$ cat src/rtl/bank_regfile_pkg.sv
package bank_regfile_pkg;

    localparam int DW     = 16;   // data register width
    localparam int AW     = 24;   // address register storage width
    localparam int XW     = 64;   // port width
    localparam int IDW    = 5;    // identifier width
    localparam int N_DATA = 4;    // data registers per bank
    localparam int N_ADDR = 4;    // address-class registers per bank
    localparam int N_BANK = 2;

    // address-class slot numbers inside a bank
    localparam int XS_X0    = 0;
    localparam int XS_X1    = 1;
    localparam int XS_BASE  = 2;
    localparam int XS_FRAME = 3;

    localparam logic [IDW-1:0] ID_D0      = 5'd0;
    localparam logic [IDW-1:0] ID_D0_HI   = 5'd1;
    localparam logic [IDW-1:0] ID_D0_LO   = 5'd2;
    localparam logic [IDW-1:0] ID_D1      = 5'd3;
    localparam logic [IDW-1:0] ID_D1_HI   = 5'd4;
    localparam logic [IDW-1:0] ID_D1_LO   = 5'd5;
    localparam logic [IDW-1:0] ID_D2      = 5'd6;
    localparam logic [IDW-1:0] ID_D3      = 5'd7;
    localparam logic [IDW-1:0] ID_PAIR20  = 5'd8;
    localparam logic [IDW-1:0] ID_PAIR31  = 5'd9;
    localparam logic [IDW-1:0] ID_QUAD_A  = 5'd10;
    localparam logic [IDW-1:0] ID_QUAD_B  = 5'd11;
    localparam logic [IDW-1:0] ID_X0      = 5'd12;
    localparam logic [IDW-1:0] ID_X1      = 5'd13;
    localparam logic [IDW-1:0] ID_XPAIR   = 5'd14;
    localparam logic [IDW-1:0] ID_BASE    = 5'd15;
    localparam logic [IDW-1:0] ID_FRAME   = 5'd16;
    localparam logic [IDW-1:0] ID_VEC     = 5'd17;
    localparam logic [IDW-1:0] ID_VEC_LO  = 5'd18;
    localparam logic [IDW-1:0] ID_VEC_HI  = 5'd19;
    localparam logic [IDW-1:0] ID_SP      = 5'd20;
    localparam logic [IDW-1:0] ID_USTK    = 5'd21;
    localparam logic [IDW-1:0] ID_ISTK    = 5'd22;
    localparam logic [IDW-1:0] ID_PC      = 5'd23;
    localparam logic [IDW-1:0] ID_STAT    = 5'd24;

    typedef logic [N_DATA-1:0][DW-1:0] data_set_t;
    typedef logic [N_ADDR-1:0][AW-1:0] addr_set_t;

endpackage

$ cat src/rtl/rf_bank.sv
module rf_bank
    import bank_regfile_pkg::*;
(
    input  logic              clk,
    input  logic              rst_n,
    input  logic [N_DATA-1:0] d_we,
    input  data_set_t         d_wd,
    input  logic [N_ADDR-1:0] x_we,
    input  addr_set_t         x_wd,
    output data_set_t         d_q,
    output addr_set_t         x_q
);

    for (genvar i = 0; i < N_DATA; i++) begin : g_data
        always_ff @(posedge clk or negedge rst_n) begin
            if (!rst_n)       d_q[i] <= '0;
            else if (d_we[i]) d_q[i] <= d_wd[i];
        end
    end

    for (genvar j = 0; j < N_ADDR; j++) begin : g_addr
        always_ff @(posedge clk or negedge rst_n) begin
            if (!rst_n)       x_q[j] <= '0;
            else if (x_we[j]) x_q[j] <= x_wd[j];
        end
    end

    // a bank that receives no enable keeps its contents
    p_bank_hold_r2: assert property (@(posedge clk) disable iff (!rst_n)
        (!(|d_we) && !(|x_we)) |=> ($stable(d_q) && $stable(x_q)));

endmodule

$ cat src/rtl/rf_wr_decode.sv
module rf_wr_decode
    import bank_regfile_pkg::*;
(
    input  logic                wr_en,
    input  logic [IDW-1:0]      wr_id,
    input  logic [XW-1:0]       wd,
    input  logic [1:0][DW-1:0]  cur_byte_regs,  // active D0, D1 for byte merges
    input  logic [AW-1:0]       amask,
    input  logic [AW-1:0]       pcmask,
    input  logic                user_mode,
    output logic [N_DATA-1:0]   d_we,
    output data_set_t           d_wd,
    output logic [N_ADDR-1:0]   x_we,
    output addr_set_t           x_wd,
    output logic                us_we,
    output logic                is_we,
    output logic [AW-1:0]       stk_wd,
    output logic                vl_we,
    output logic [15:0]         vl_wd,
    output logic                vh_we,
    output logic [7:0]          vh_wd,
    output logic                pc_we,
    output logic [AW-1:0]       pc_wd,
    output logic                st_we,
    output logic [DW-1:0]       st_wd,
    output logic                bad
);

    logic [AW-1:0] wd_addr;
    assign wd_addr = wd[AW-1:0] & amask;

    always_comb begin
        d_we   = '0;
        d_wd   = '0;
        x_we   = '0;
        x_wd   = '0;
        us_we  = 1'b0;
        is_we  = 1'b0;
        stk_wd = wd_addr;
        vl_we  = 1'b0;
        vl_wd  = wd[15:0];
        vh_we  = 1'b0;
        vh_wd  = wd[7:0];
        pc_we  = 1'b0;
        pc_wd  = wd[AW-1:0] & pcmask;
        st_we  = 1'b0;
        st_wd  = wd[DW-1:0];
        bad    = 1'b0;
        if (wr_en) begin
            unique case (wr_id)
                ID_D0:     begin d_we[0] = 1'b1; d_wd[0] = wd[15:0]; end
                ID_D0_HI:  begin d_we[0] = 1'b1; d_wd[0] = {wd[7:0], cur_byte_regs[0][7:0]}; end
                ID_D0_LO:  begin d_we[0] = 1'b1; d_wd[0] = {cur_byte_regs[0][15:8], wd[7:0]}; end
                ID_D1:     begin d_we[1] = 1'b1; d_wd[1] = wd[15:0]; end
                ID_D1_HI:  begin d_we[1] = 1'b1; d_wd[1] = {wd[7:0], cur_byte_regs[1][7:0]}; end
                ID_D1_LO:  begin d_we[1] = 1'b1; d_wd[1] = {cur_byte_regs[1][15:8], wd[7:0]}; end
                ID_D2:     begin d_we[2] = 1'b1; d_wd[2] = wd[15:0]; end
                ID_D3:     begin d_we[3] = 1'b1; d_wd[3] = wd[15:0]; end
                ID_PAIR20: begin
                    d_we[2] = 1'b1; d_wd[2] = wd[31:16];
                    d_we[0] = 1'b1; d_wd[0] = wd[15:0];
                end
                ID_PAIR31: begin
                    d_we[3] = 1'b1; d_wd[3] = wd[31:16];
                    d_we[1] = 1'b1; d_wd[1] = wd[15:0];
                end
                ID_QUAD_A: begin
                    d_we    = '1;
                    d_wd[3] = wd[63:48];
                    d_wd[1] = wd[47:32];
                    d_wd[2] = wd[31:16];
                    d_wd[0] = wd[15:0];
                end
                ID_QUAD_B: begin
                    d_we    = '1;
                    d_wd[3] = wd[63:48];
                    d_wd[2] = wd[47:32];
                    d_wd[1] = wd[31:16];
                    d_wd[0] = wd[15:0];
                end
                ID_X0:     begin x_we[XS_X0]    = 1'b1; x_wd[XS_X0]    = wd_addr; end
                ID_X1:     begin x_we[XS_X1]    = 1'b1; x_wd[XS_X1]    = wd_addr; end
                ID_BASE:   begin x_we[XS_BASE]  = 1'b1; x_wd[XS_BASE]  = wd_addr; end
                ID_FRAME:  begin x_we[XS_FRAME] = 1'b1; x_wd[XS_FRAME] = wd_addr; end
                ID_XPAIR:  begin
                    x_we[XS_X0] = 1'b1; x_wd[XS_X0] = AW'(wd[15:0]);
                    x_we[XS_X1] = 1'b1; x_wd[XS_X1] = AW'(wd[31:16]);
                end
                ID_VEC:    begin
                    vl_we = 1'b1;
                    vh_we = 1'b1;
                    vh_wd = wd[23:16];
                end
                ID_VEC_LO: vl_we = 1'b1;
                ID_VEC_HI: vh_we = 1'b1;
                ID_SP:     begin us_we = user_mode; is_we = !user_mode; end
                ID_USTK:   us_we = 1'b1;
                ID_ISTK:   is_we = 1'b1;
                ID_PC:     pc_we = 1'b1;
                ID_STAT:   st_we = 1'b1;
                default:   bad = 1'b1;
            endcase
        end
    end

endmodule

$ cat src/rtl/rf_rd_mux.sv
module rf_rd_mux
    import bank_regfile_pkg::*;
(
    input  logic [IDW-1:0] rd_id,
    input  data_set_t      d_q,
    input  addr_set_t      x_q,
    input  logic [AW-1:0]  ustk_q,
    input  logic [AW-1:0]  istk_q,
    input  logic [15:0]    vlo_q,
    input  logic [7:0]     vhi_q,
    input  logic [AW-1:0]  pc_q,
    input  logic [DW-1:0]  stat_q,
    input  logic [AW-1:0]  amask,
    input  logic [AW-1:0]  pcmask,
    input  logic           user_mode,
    output logic [XW-1:0]  rd_data
);

    always_comb begin
        unique case (rd_id)
            ID_D0:     rd_data = XW'(d_q[0]);
            ID_D0_HI:  rd_data = XW'(d_q[0][15:8]);
            ID_D0_LO:  rd_data = XW'(d_q[0][7:0]);
            ID_D1:     rd_data = XW'(d_q[1]);
            ID_D1_HI:  rd_data = XW'(d_q[1][15:8]);
            ID_D1_LO:  rd_data = XW'(d_q[1][7:0]);
            ID_D2:     rd_data = XW'(d_q[2]);
            ID_D3:     rd_data = XW'(d_q[3]);
            ID_PAIR20: rd_data = XW'({d_q[2], d_q[0]});
            ID_PAIR31: rd_data = XW'({d_q[3], d_q[1]});
            ID_QUAD_A: rd_data = {d_q[3], d_q[1], d_q[2], d_q[0]};
            ID_QUAD_B: rd_data = {d_q[3], d_q[2], d_q[1], d_q[0]};
            ID_X0:     rd_data = XW'(x_q[XS_X0] & amask);
            ID_X1:     rd_data = XW'(x_q[XS_X1] & amask);
            ID_XPAIR:  rd_data = XW'({x_q[XS_X1][15:0], x_q[XS_X0][15:0]});
            ID_BASE:   rd_data = XW'(x_q[XS_BASE] & amask);
            ID_FRAME:  rd_data = XW'(x_q[XS_FRAME] & amask);
            ID_VEC:    rd_data = XW'({vhi_q, vlo_q});
            ID_VEC_LO: rd_data = XW'(vlo_q);
            ID_VEC_HI: rd_data = XW'(vhi_q);
            ID_SP:     rd_data = XW'((user_mode ? ustk_q : istk_q) & amask);
            ID_USTK:   rd_data = XW'(ustk_q & amask);
            ID_ISTK:   rd_data = XW'(istk_q & amask);
            ID_PC:     rd_data = XW'(pc_q & pcmask);
            ID_STAT:   rd_data = XW'(stat_q);
            default:   rd_data = '0;
        endcase
    end

endmodule

$ cat src/rtl/bank_regfile.sv
module bank_regfile
    import bank_regfile_pkg::*;
#(
    parameter int BANK_BIT   = 4,
    parameter int USER_BIT   = 7,
    parameter int NARROW_AW  = 16,
    parameter int NARROW_PCW = 20
) (
    input  logic           clk,
    input  logic           rst_n,
    input  logic           wide_ptr,
    input  logic           wr_en,
    input  logic [4:0]     wr_id,
    input  logic [63:0]    wr_data,
    input  logic [4:0]     rd_id,
    output logic [63:0]    rd_data,
    output logic           wr_err
);

    localparam logic [AW-1:0] AMASK_N  = AW'((64'd1 << NARROW_AW) - 64'd1);
    localparam logic [AW-1:0] PCMASK_N = AW'((64'd1 << NARROW_PCW) - 64'd1);

    // system registers
    logic [AW-1:0] ustk_q, istk_q, pc_q;
    logic [15:0]   vlo_q;
    logic [7:0]    vhi_q;
    logic [DW-1:0] stat_q;
    logic          err_q;

    logic          bank_sel, user_mode;
    logic [AW-1:0] amask, pcmask;

    assign bank_sel  = stat_q[BANK_BIT];
    assign user_mode = stat_q[USER_BIT];
    assign amask     = wide_ptr ? '1 : AMASK_N;
    assign pcmask    = wide_ptr ? '1 : PCMASK_N;

    // bank storage
    data_set_t [N_BANK-1:0] bank_d;
    addr_set_t [N_BANK-1:0] bank_x;
    data_set_t              act_d;
    addr_set_t              act_x;

    assign act_d = bank_d[bank_sel];
    assign act_x = bank_x[bank_sel];

    // decoded write
    logic [N_DATA-1:0] d_we;
    data_set_t         d_wd;
    logic [N_ADDR-1:0] x_we;
    addr_set_t         x_wd;
    logic              us_we, is_we, vl_we, vh_we, pc_we, st_we, bad;
    logic [AW-1:0]     stk_wd, pc_wd;
    logic [15:0]       vl_wd;
    logic [7:0]        vh_wd;
    logic [DW-1:0]     st_wd;

    rf_wr_decode u_dec (
        .wr_en         (wr_en),
        .wr_id         (wr_id),
        .wd            (wr_data),
        .cur_byte_regs ({act_d[1], act_d[0]}),
        .amask         (amask),
        .pcmask        (pcmask),
        .user_mode     (user_mode),
        .d_we          (d_we),
        .d_wd          (d_wd),
        .x_we          (x_we),
        .x_wd          (x_wd),
        .us_we         (us_we),
        .is_we         (is_we),
        .stk_wd        (stk_wd),
        .vl_we         (vl_we),
        .vl_wd         (vl_wd),
        .vh_we         (vh_we),
        .vh_wd         (vh_wd),
        .pc_we         (pc_we),
        .pc_wd         (pc_wd),
        .st_we         (st_we),
        .st_wd         (st_wd),
        .bad           (bad)
    );

    for (genvar b = 0; b < N_BANK; b++) begin : g_bank
        logic hit;
        assign hit = (bank_sel == 1'(b));
        rf_bank u_bank (
            .clk   (clk),
            .rst_n (rst_n),
            .d_we  (hit ? d_we : '0),
            .d_wd  (d_wd),
            .x_we  (hit ? x_we : '0),
            .x_wd  (x_wd),
            .d_q   (bank_d[b]),
            .x_q   (bank_x[b])
        );
    end

    always_ff @(posedge clk or negedge rst_n) begin
        if (!rst_n) begin
            ustk_q <= '0;
            istk_q <= '0;
            vlo_q  <= '0;
            vhi_q  <= '0;
            pc_q   <= '0;
            stat_q <= '0;
            err_q  <= 1'b0;
        end else begin
            if (us_we) ustk_q <= stk_wd;
            if (is_we) istk_q <= stk_wd;
            if (vl_we) vlo_q  <= vl_wd;
            if (vh_we) vhi_q  <= vh_wd;
            if (pc_we) pc_q   <= pc_wd;
            if (st_we) stat_q <= st_wd;
            err_q <= bad;
        end
    end

    assign wr_err = err_q;

    rf_rd_mux u_rd (
        .rd_id     (rd_id),
        .d_q       (act_d),
        .x_q       (act_x),
        .ustk_q    (ustk_q),
        .istk_q    (istk_q),
        .vlo_q     (vlo_q),
        .vhi_q     (vhi_q),
        .pc_q      (pc_q),
        .stat_q    (stat_q),
        .amask     (amask),
        .pcmask    (pcmask),
        .user_mode (user_mode),
        .rd_data   (rd_data)
    );

    // error flag follows an unknown write by one cycle, and clears
    p_err_set_r10: assert property (@(posedge clk) disable iff (!rst_n)
        (wr_en && (wr_id > ID_STAT)) |=> wr_err);
    p_err_clear_r10: assert property (@(posedge clk) disable iff (!rst_n)
        !wr_en |=> !wr_err);

    // narrow pointer mode hides upper address and PC bits on the port
    p_narrow_addr_r6: assert property (@(posedge clk) disable iff (!rst_n)
        (!wide_ptr && rd_id == ID_X0) |-> (rd_data[63:NARROW_AW] == '0));
    p_narrow_pc_r6: assert property (@(posedge clk) disable iff (!rst_n)
        (!wide_ptr && rd_id == ID_PC) |-> (rd_data[63:NARROW_PCW] == '0));

    // a high-byte write keeps the low byte
    p_hi_keeps_lo_r3: assert property (@(posedge clk) disable iff (!rst_n)
        (wr_en && wr_id == ID_D0_HI) |=> (act_d[0][7:0] == $past(act_d[0][7:0])));

    // writes other than the status word never reach the other bank
    p_other_bank_r2: assert property (@(posedge clk) disable iff (!rst_n)
        (wr_en && wr_id != ID_STAT) |=>
            (bank_d[!bank_sel] == $past(bank_d[!bank_sel]) &&
             bank_x[!bank_sel] == $past(bank_x[!bank_sel])));

    // a stack-pointer write in user mode leaves the interrupt pointer alone
    p_sp_user_r7: assert property (@(posedge clk) disable iff (!rst_n)
        (wr_en && wr_id == ID_SP && user_mode) |=> $stable(istk_q));

endmodule

$ cat config.mk
export PLATFORM = sky130hd
export DESIGN_NAME = bank_regfile
export DESIGN_NICKNAME = d
export VERILOG_FILES = /design/src/rtl/bank_regfile_pkg.sv /design/src/rtl/rf_bank.sv /design/src/rtl/rf_wr_decode.sv /design/src/rtl/rf_rd_mux.sv /design/src/rtl/bank_regfile.sv
export SDC_FILE = /design/constraint.sdc
export NUM_CORES = 1
export LEC_CHECK = 0
export ABC_CLOCK_PERIOD_IN_PS = 5500
export BUFFER_PORTS_ARGS = -buffer_cell sky130_fd_sc_hd__buf_2
export CAP_MARGIN = 20
export CORE_UTILIZATION = 39
export CTS_CLUSTER_DIAMETER = 120
export DETAILED_ROUTE_END_ITERATION = 10
export SYNTH_ARGS = -nofsm -noshare
export SYNTH_HDL_FRONTEND = slang
export SYNTH_SLANG_ARGS = --single-unit
$ cat constraint.sdc
create_clock -name clk -period 5.5 [get_ports clk]
set_input_delay 0.275 -clock clk [delete_from_list [all_inputs] [get_ports clk]]
set_output_delay 0.275 -clock clk [all_outputs]
set_load 0.005 [all_outputs]
; Word-level counts from Yosys, hierarchy flattened
; Index checks and enable logic that the tools add are counted.
[totals]
wordCells = 146
reg_bits = 433
in_bits = 78
[classes]
bitwise_logic = 10
magnitude_cmp = 1
eq_ne = 48
reduce_logical = 16
muxes = 48
[ops]
columns = op, count
row1 = case mux 64 bit (25 select lines), 1
row2 = 2-to-1 mux 96 bit, 3
row3 = bitwise AND 24 bit, 9
row4 = 2-to-1 mux 64 bit, 3
row5 = case mux 16 bit (3 select lines), 3
row6 = 2-to-1 mux 24 bit, 5
row7 = case mux 24 bit (2 select lines), 2
row8 = equality test 5 bit (second input constant), 18
row9 = equality test 5 x 4 -> 1 bit (second input constant), 16
row10 = case mux 16 bit (5 select lines), 1
row11 = bitwise AND 64 x 24 -> 64 bit, 1
row12 = equality test 5 x 3 -> 1 bit (second input constant), 8
row13 = OR reduction 25 bit, 1
row14 = 2-to-1 mux 4 bit, 6
row15 = equality test 5 x 2 -> 1 bit (second input constant), 4
row16 = 2-to-1 mux 1 bit, 20
row17 = 2-to-1 mux 8 bit, 2
row18 = OR reduction 2 bit, 7
row19 = OR reduction 4 bit, 3
row20 = OR reduction 6 bit, 2
row21 = equality test 5 x 1 -> 1 bit (second input constant), 2
row22 = zero test 5 bit, 2
row23 = case mux 1 bit (2 select lines), 2
row24 = less-than comparator 1 x 2 -> 1 bit (second input constant), 1
row25 = zero test 1 bit, 1

; Depth between registers and ports, before layout
; Gate-level depths: netlist of the first run.
[depth]
ltp_word = 5
mapped_depth = 9
ltp_nobuf = 5

; By module
; From an unflattened synthesis of the first run, not the netlist that was laid out.
[unflattened]
hier_cells = 2042
hier_area_um2 = 25918.6
[by_module_without_submodules]
columns = module, area_per_inst_um2, seq_area_each_um2, instances, cells_per_inst
row1 = rf_bank, 6586.3, 4003.8, 2, 340
row2 = bank_regfile, 6632.6, 2827.7, 1, 436
row3 = rf_wr_decode, 3220.6, 0.0, 1, 522
row4 = rf_rd_mux, 2892.8, 0.0, 1, 404

; Worst setup path before layout of the first run
; No wires, ideal clock.
[synth_path]
path_kind = register to output
startpoint = register stat_q[4]
endpoint = output port rd_data[5]
arrival_time_ns = 1.884
path_slack_ns = 3.341
path_buffers = 4
stages_incl_launch_ff = 9
cell_sequence = dfrtp_1 buf_2 buf_6 buf_2 buf_2 mux2i_1 nor2_1 a2111oi_0 o211ai_1
[synth_between]
elab_chain_cells = 4
elab_cells_between_ends = 9
classes_between = mux: 5 / bitwise: 4
[synth_lines]
columns = element, line
row1 = start: declaration, bank_regfile.sv:27  ; logic [DW-1:0] stat_q;
row2 = start signal: assignment, bank_regfile.sv:114  ; if (st_we) stat_q <= st_wd;
row3 = 2-to-1 mux 96 bit (implied by the code) (2 in a row), bank_regfile.sv:45  ; assign act_x = bank_x[bank_sel];
row4 = bitwise AND 24 bit (on tied branches), --
row5 = case mux 64 bit (25 select lines) *, rf_rd_mux.sv:20  ; unique case (rd_id)
row6 = end: declaration, bank_regfile.sv:16  ; output logic [63:0] rd_data,
; Mark *: on every way between the ends. The rest lies on a longest branch, timed or not. The select of a mux whose other input is x is not followed.

; Worst setup path after layout of the first run
[layout_path]
startpoint = register stat_q[4]
endpoint = output port rd_data[3]
; Same word-level chain as after synthesis.

==> metrics.yaml, run 1 <==
setup_tns_ps: 0
criticalPathCategory: "flip-flop to output port"
wl_met3_microns: 9218
grt_pass1_wl_microns: 128800
synthMuxAreaShare_pct: 15.70
first_iter_violations: 2468
ys_seq_area_share_pct: 48.90
vias: 19120
whs_ps: 22.94
routed_wl_microns: 88940
cts_resized: 0
dr_wl_met2_microns: 38920
min_period_ps: 4718
start_kind: "flip-flop"
multi_input_area_sq_um: 10370
cts_root_buf: "clkbuf_16"
cp-end-kind: "output port"
grt_usage_pct: 30.84
hold_violations: 0
synth_top_area_share_pct: 48.90
dp_hpwl_microns: 60150
timing_max_transition_violations_final: 0
fillers: 5250
wl_per_cell_microns: 29.31
crit_fanout: 42
status: "finished clean"
yosysMostFrequentCell: "dfrtp_1"
clk_pin_slew_ps: 60
wl_met1_microns: 35440
core_sq_um: 55630
worstMarginPinSlew_ps: 1087
clockBufferDepth: 3
drc: 0
irDropWorstVdd_uv: 239.4
cap_violations: 0
die_height_microns: 240.4
nets: 2326
area_delta_synth_final_pct: 13.99
grt_pass1_vias: 18470
fp.dieArea_sq_um: 57770
num_rows: 86
synth-async-reset-ratio_pct: 100.0
grt_remaining_overflow: 0
synthAdderAreaFrac_pct: 0
drive_above_1_share_pct: 21.78
critical_path.cell_chain: "buf_4 -> mux2i_1 -> o22ai_1 -> a2111oi_0 -> o211ai_1 -> buf_2"
timing.slew.headroom_pct: 25.43
initial_utilization_pct: 39.83
synth_area_leaders: "dfrtp_1, mux2i_1, mux2_2"
vias_per_cell: 6.303
synth_edf_count: 0
reg2reg_from: "stat_q[4]"
synthCells: 2169
first_pass_iters: 8
port_buffers: 142
top_layer: "met5"
hp-class: "primary input to flip-flop"
cts_tree: "done"
yosysTopAreaCell: "dfrtp_1"
synth-main-ff-cell: "dfrtp_1"
antenna_found_initial: 2
crit_path_start: "stat_q[4]"
powerDensity_nw_per_um2: 388.1
syn_area_per_cell_sq_um: 10.22
timing.final.crit_share_pct: 85.78
synth_compound_area_share_pct: 18.21
yosys_warnings: 0
synthSimpleGateAreaFrac_pct: 12.29
synth.ff_latch_count: 433
rsz0062_at_grt: "false"
p_leak_nw: 11.35
regArea_sq_um: 10840
ios: 143
skew_ps: 17.49
crit_arrival_ps: 4440
htreeDepth: 2
min_from: "wr_data[49]"
cts.sinks: 433
synthesis.nets: 2247
yosys-top-cells-count: "dfrtp_1, nand2_1, mux2i_1"
diodes: 0
gp_congestion: 1.039
synth_xor_area_share_pct: 0.1581
cp_slowest_cell: "dfrtp_4"
setup_viol: 0
die_w_microns: 240.4
fmax_mhz: 212.0
cts_inserted_buffers: 50
synth_cell_types: 83
synth_top_family_by_area: "compound AO/OA/AOI/OAI gates"
slowest_delay_ps: 930
synth_area_sq_um: 22160
cp.required_ps: 5220
antenna_left: 0
insertion_delay_ps: 620
grt_start_max_net_pins: 116
placed cells by master, fill, tap and decap left out, types with 26 or more instances in the layout:
cell       instances
nand2_1          346
mux2i_1          171
buf_2            141
dfrtp_1          432
clkbuf_16         53
a21oi_1           62
a222oi_1          35
inv_1             26
o22ai_1           80
mux2_2           151
nor2_1           152
buf_4             55
o21ai_0          134
o2bb2ai_1         38
routing by layer:
metal | track usage [%] | vias to the layer above
li1 | - | 8065
met5 | 0 | -
met2 | 46.58 | 1232
met1 | 41.33 | 9555
met3 | 6.200 | 267
met4 | 17.04 | 4
state kept, by name (all words and copies together) (netlist names), 8 cells and up:
signal	cells
istk_q	24
ustk_q	24
pc_q	24
vlo_q	16
stat_q	16
vhi_q	8
g_bank.u_bank.x_q	192
g_bank.u_bank.d_q	128
cell families after synthesis:
group | Yosys count
simple gates | 621
flops | 433
xor+xnor | 4
compound gates | 574
mux | 328
buf+inv | 209
power by group:
group          internal [mW]  switching (mW)  leakage [nW]  total [mW]
sequential              3.78           0.387          5.66        4.17
combinational          0.810            1.38          4.86        2.19
clock                   2.06            1.38         0.829        3.44
total                   6.65            3.15          11.3        9.80
final cells by class:
class,instances,share of cell area [%]
Timing Repair Buffer,210,5.251
Inverter,26,0.3864
Clock inverter,7,0.3616
Tap cell,748,3.705
Sequential cell,433,42.91
Clock buffer,83,6.331
Multi-Input combinational cell,1527,41.05
metrics by stage:
stage | worst slack [ps] | cells | total power [mW] | utilization [%] | area (sq um)
after detailed placement | 1603 | 2936 | 6.334 | 42.21 | 23480
after CTS | 960.2 | 3033 | 9.771 | 45.38 | 25240
after floorplan | 3341 | 2169 | 5.366 | - | 22160
after global routing | 908.9 | 3034 | 10.13 | 45.40 | 25260
final | 782.3 | 3034 | 9.801 | 45.40 | 25260
after global placement | 1594 | 2935 | 6.255 | 42.16 | 23460
repair_timing:
item                      CTS  global route
setup buffers               0             0
hold endpoints to repair   71             0
hold buffers                7             0
worst paths after layout:
path                                       endpoint  slack [ps]  depth (start not counted)
min                        g_bank[0].u_bank.d_q[49]          20                          3
max in group asynchronous  g_bank[1].u_bank.x_q[50]        3840                          3
min reg2reg                g_bank[0].u_bank.x_q[46]         470                          2
min in group asynchronous  g_bank[1].u_bank.d_q[30]         220                          2
max                                      rd_data[3]         780                          6
max reg2reg                g_bank[0].u_bank.d_q[27]        2180                          6
critical path: cells and delay by family (launching register included):
| kind | cells | cell delay, ps |
|---|---|---|
| compound gates | 3 | 1360 |
| buf+inv | 2 | 590 |
| flops | 1 | 930 |
| mux | 1 | 920 |
Note: power is estimated with default switching activity, not from simulation.
==> inputs of run 2 (changes only) <==
Settings changed: ABC_AREA set to 1, SKIP_CTS_REPAIR_TIMING set to 1.
==> run 2 against run 1 <==
Effect of this change:
- clock skew increased by 12 ps
- global-route usage increased by 0.16 points
- critical path type unchanged
- synthesized area up 9.4%
- sequential cell count unchanged
- via count up 30%
- first-iteration DRC count increased by 32%
- wire length up 11%
- sequential share of layout area down 3.3 points
- largest cell class is now multi-input gates
==> metrics.yaml, run 2 <==
cp.required_ps: 5220
setup_tns_ps: 0
p_sw_share_pct: 31.68
syn_area_per_cell_sq_um: 6.728
power_frac_clock_pct: 38.7
synth-async-reset-ratio_pct: 100.0
grt_pass1_wl_microns: 146900
vias: 24810
p_leak_nw: 13.70
regMostFlops: "g_bank.u_bank.x_q"
wl_per_cell_microns: 21.86
synthesis.nets: 3680
ys_seq_area_share_pct: 44.71
synth_top_area_share_pct: 44.71
die_height_microns: 251.3
antenna_left: 0
powerDensity_nw_per_um2: 321.3
gp_congestion: 0.9983
htreeDepth: 2
grt_pass1_vias: 22550
synth.ff_latch_count: 433
skew_ps: 29.91
cts_inserted_buffers: 50
start_kind: "flip-flop"
vias_per_cell: 5.502
initial_utilization_pct: 39.35
synth_area_leaders: "dfrtp_1, nand2_1, nand3_1"
drive_above_1_share_pct: 8.965
port_buffers: 142
timing.final.crit_share_pct: 71.64
grt_start_max_net_pins: 119
core_sq_um: 61600
die_w_microns: 251.3
status: "finished clean"
routed_wl_microns: 98600
insertion_delay_ps: 620
synth_cell_types: 35
irDropWorstVdd_uv: 224.4
cts.sinks: 433
first_iter_violations: 3253
yosys_warnings: 0
worstMarginPinSlew_ps: 1235
synth_edf_count: 0
p_int_mw: 6.008
criticalPathCategory: "flip-flop to output port"
min_period_ps: 3940
timing.slew.headroom_pct: 16.77
final_util_pct: 44.43
clk_pin_slew_ps: 60
cts_tree: "done"
antenna_found_initial: 5
synth_area_sq_um: 24240
power_mw: 8.794
power_frac_comb_pct: 17.8
cts_root_buf: "clkbuf_16"
fp.dieArea_sq_um: 63140
layout_common_cells: "nand2_1, dfrtp_1, nor2_1"
hold_violations: 0
power_switching_mw: 2.786
first_pass_iters: 8
fmax_mhz: 253.8
cp-end-kind: "output port"
yosys-top-cells-count: "nand2_1, dfrtp_1, nor2_1"
setup_viol: 0
ios: 143
yosysMostFrequentCell: "nand2_1"
final_common_cell: "nand2_1"
hp-class: "primary input to flip-flop"
area_delta_synth_final_pct: 12.93
grt_usage_pct: 31.00
largest_reg_flops: 192
nets: 3713
seqPwrFrac_pct: 43.6
crit_fanout: 118
largest_registers: "g_bank.u_bank.x_q: 192 flops, g_bank.u_bank.d_q: 128 flops"
synth-main-ff-cell: "dfrtp_1"
timing_max_transition_violations_final: 0
cap_violations: 0
rsz0062_at_grt: "false"
drc: 0
fillers: 6537
num_rows: 91
synthCells: 3602
dp_hpwl_microns: 68400
yosysTopAreaCell: "dfrtp_1"
grt_remaining_overflow: 0
clockBufferDepth: 3
crit_arrival_ps: 3670
[run 2: cell count changes after synthesis, sizes merged, moves of 42 or more]
| cell | delta |
|---|---|
| nand2 | +1246 |
| mux2 | -156 |
| clkbuf | +42 |
| o22ai | -56 |
| inv | +170 |
| nand3 | +279 |
| mux2i | -171 |
| nor2 | +148 |
| o21ai | +194 |
[run 2: area by class of cell]
cell class                      instances  area (sq um)  area share, %
Inverter                              196         743.2          2.715
Clock inverter                         14         157.7         0.5760
Tap cell                              837          1047          3.826
Clock buffer                           73          1479          5.403
Antenna cell                            3         7.507        0.02743
Sequential cell                       433         10840          39.60
Timing Repair Buffer                  202          1336          4.882
Multi-Input combinational cell       2752         11760          42.97
[run 2: power by group through the flow]
stage               Sequential, mW  Combinational [mW]  Clock [mW]
floorplan                     3.79               0.953           0
global placement              3.87                1.51           0
detailed placement            3.87                1.52           0
CTS                           3.82                1.53        3.44
global route                  3.88                1.71        3.55
finish                        3.83                1.56        3.40
[run 2: path summary, 6_finish.rpt]
check / from / endpoint / slack (ps) / cells past startpoint
max in group asynchronous: rst_n / g_bank[1].u_bank.x_q[51] / 3740 / 3
min in group asynchronous: rst_n / g_bank[1].u_bank.d_q[13] / 320 / 2
max reg2reg: stat_q[4] / g_bank[1].u_bank.x_q[4] / 1930 / 6
max: stat_q[4] / rd_data[0] / 1560 / 10
min: wr_data[54] / g_bank[0].u_bank.d_q[54] / 50 / 5
min reg2reg: g_bank[1].u_bank.d_q[32] / g_bank[1].u_bank.d_q[32] / 470 / 2
[run 2: critical path, stage by stage, from the launching register on]
cell     delay, ps
dfrtp_4        720
inv_6          640
buf_12         520
or2_2          210
o21ai_0        140
nor2_1         220
nor2_1          80
nand2_1         60
nor2_1          50
nand2_1        130
buf_2          140
[run 2: cell families after synthesis]
logic type,count (synthesis),synth area share [%]
flops,433,44.71
mux,1,0.04646
compound gates,525,11.71
simple gates,2226,36.64
buf+inv,417,6.892
[run 2: per-stage QoR]
step	hold WS (ps)	cells	setup WS (ps)	instance area, sq um
floorplan	-20.59	3602	3598	24240
global placement	408.8	4411	1908	25560
detailed placement	411.2	4413	1891	25610
CTS	-228.2	4500	1589	27250
global route	72.14	4507	1428	27360
finish	45.49	4510	1560	27370
[run 2: metal layers]
layer  GRT usage [%]  vias up  routed length [microns]
li1                -    11510                        -
met1           44.46    11780                    41660
met2           45.78     1283                    42150
met3           5.239      240                    10230
met4           13.55        6                     4517
met5               0        -                       44
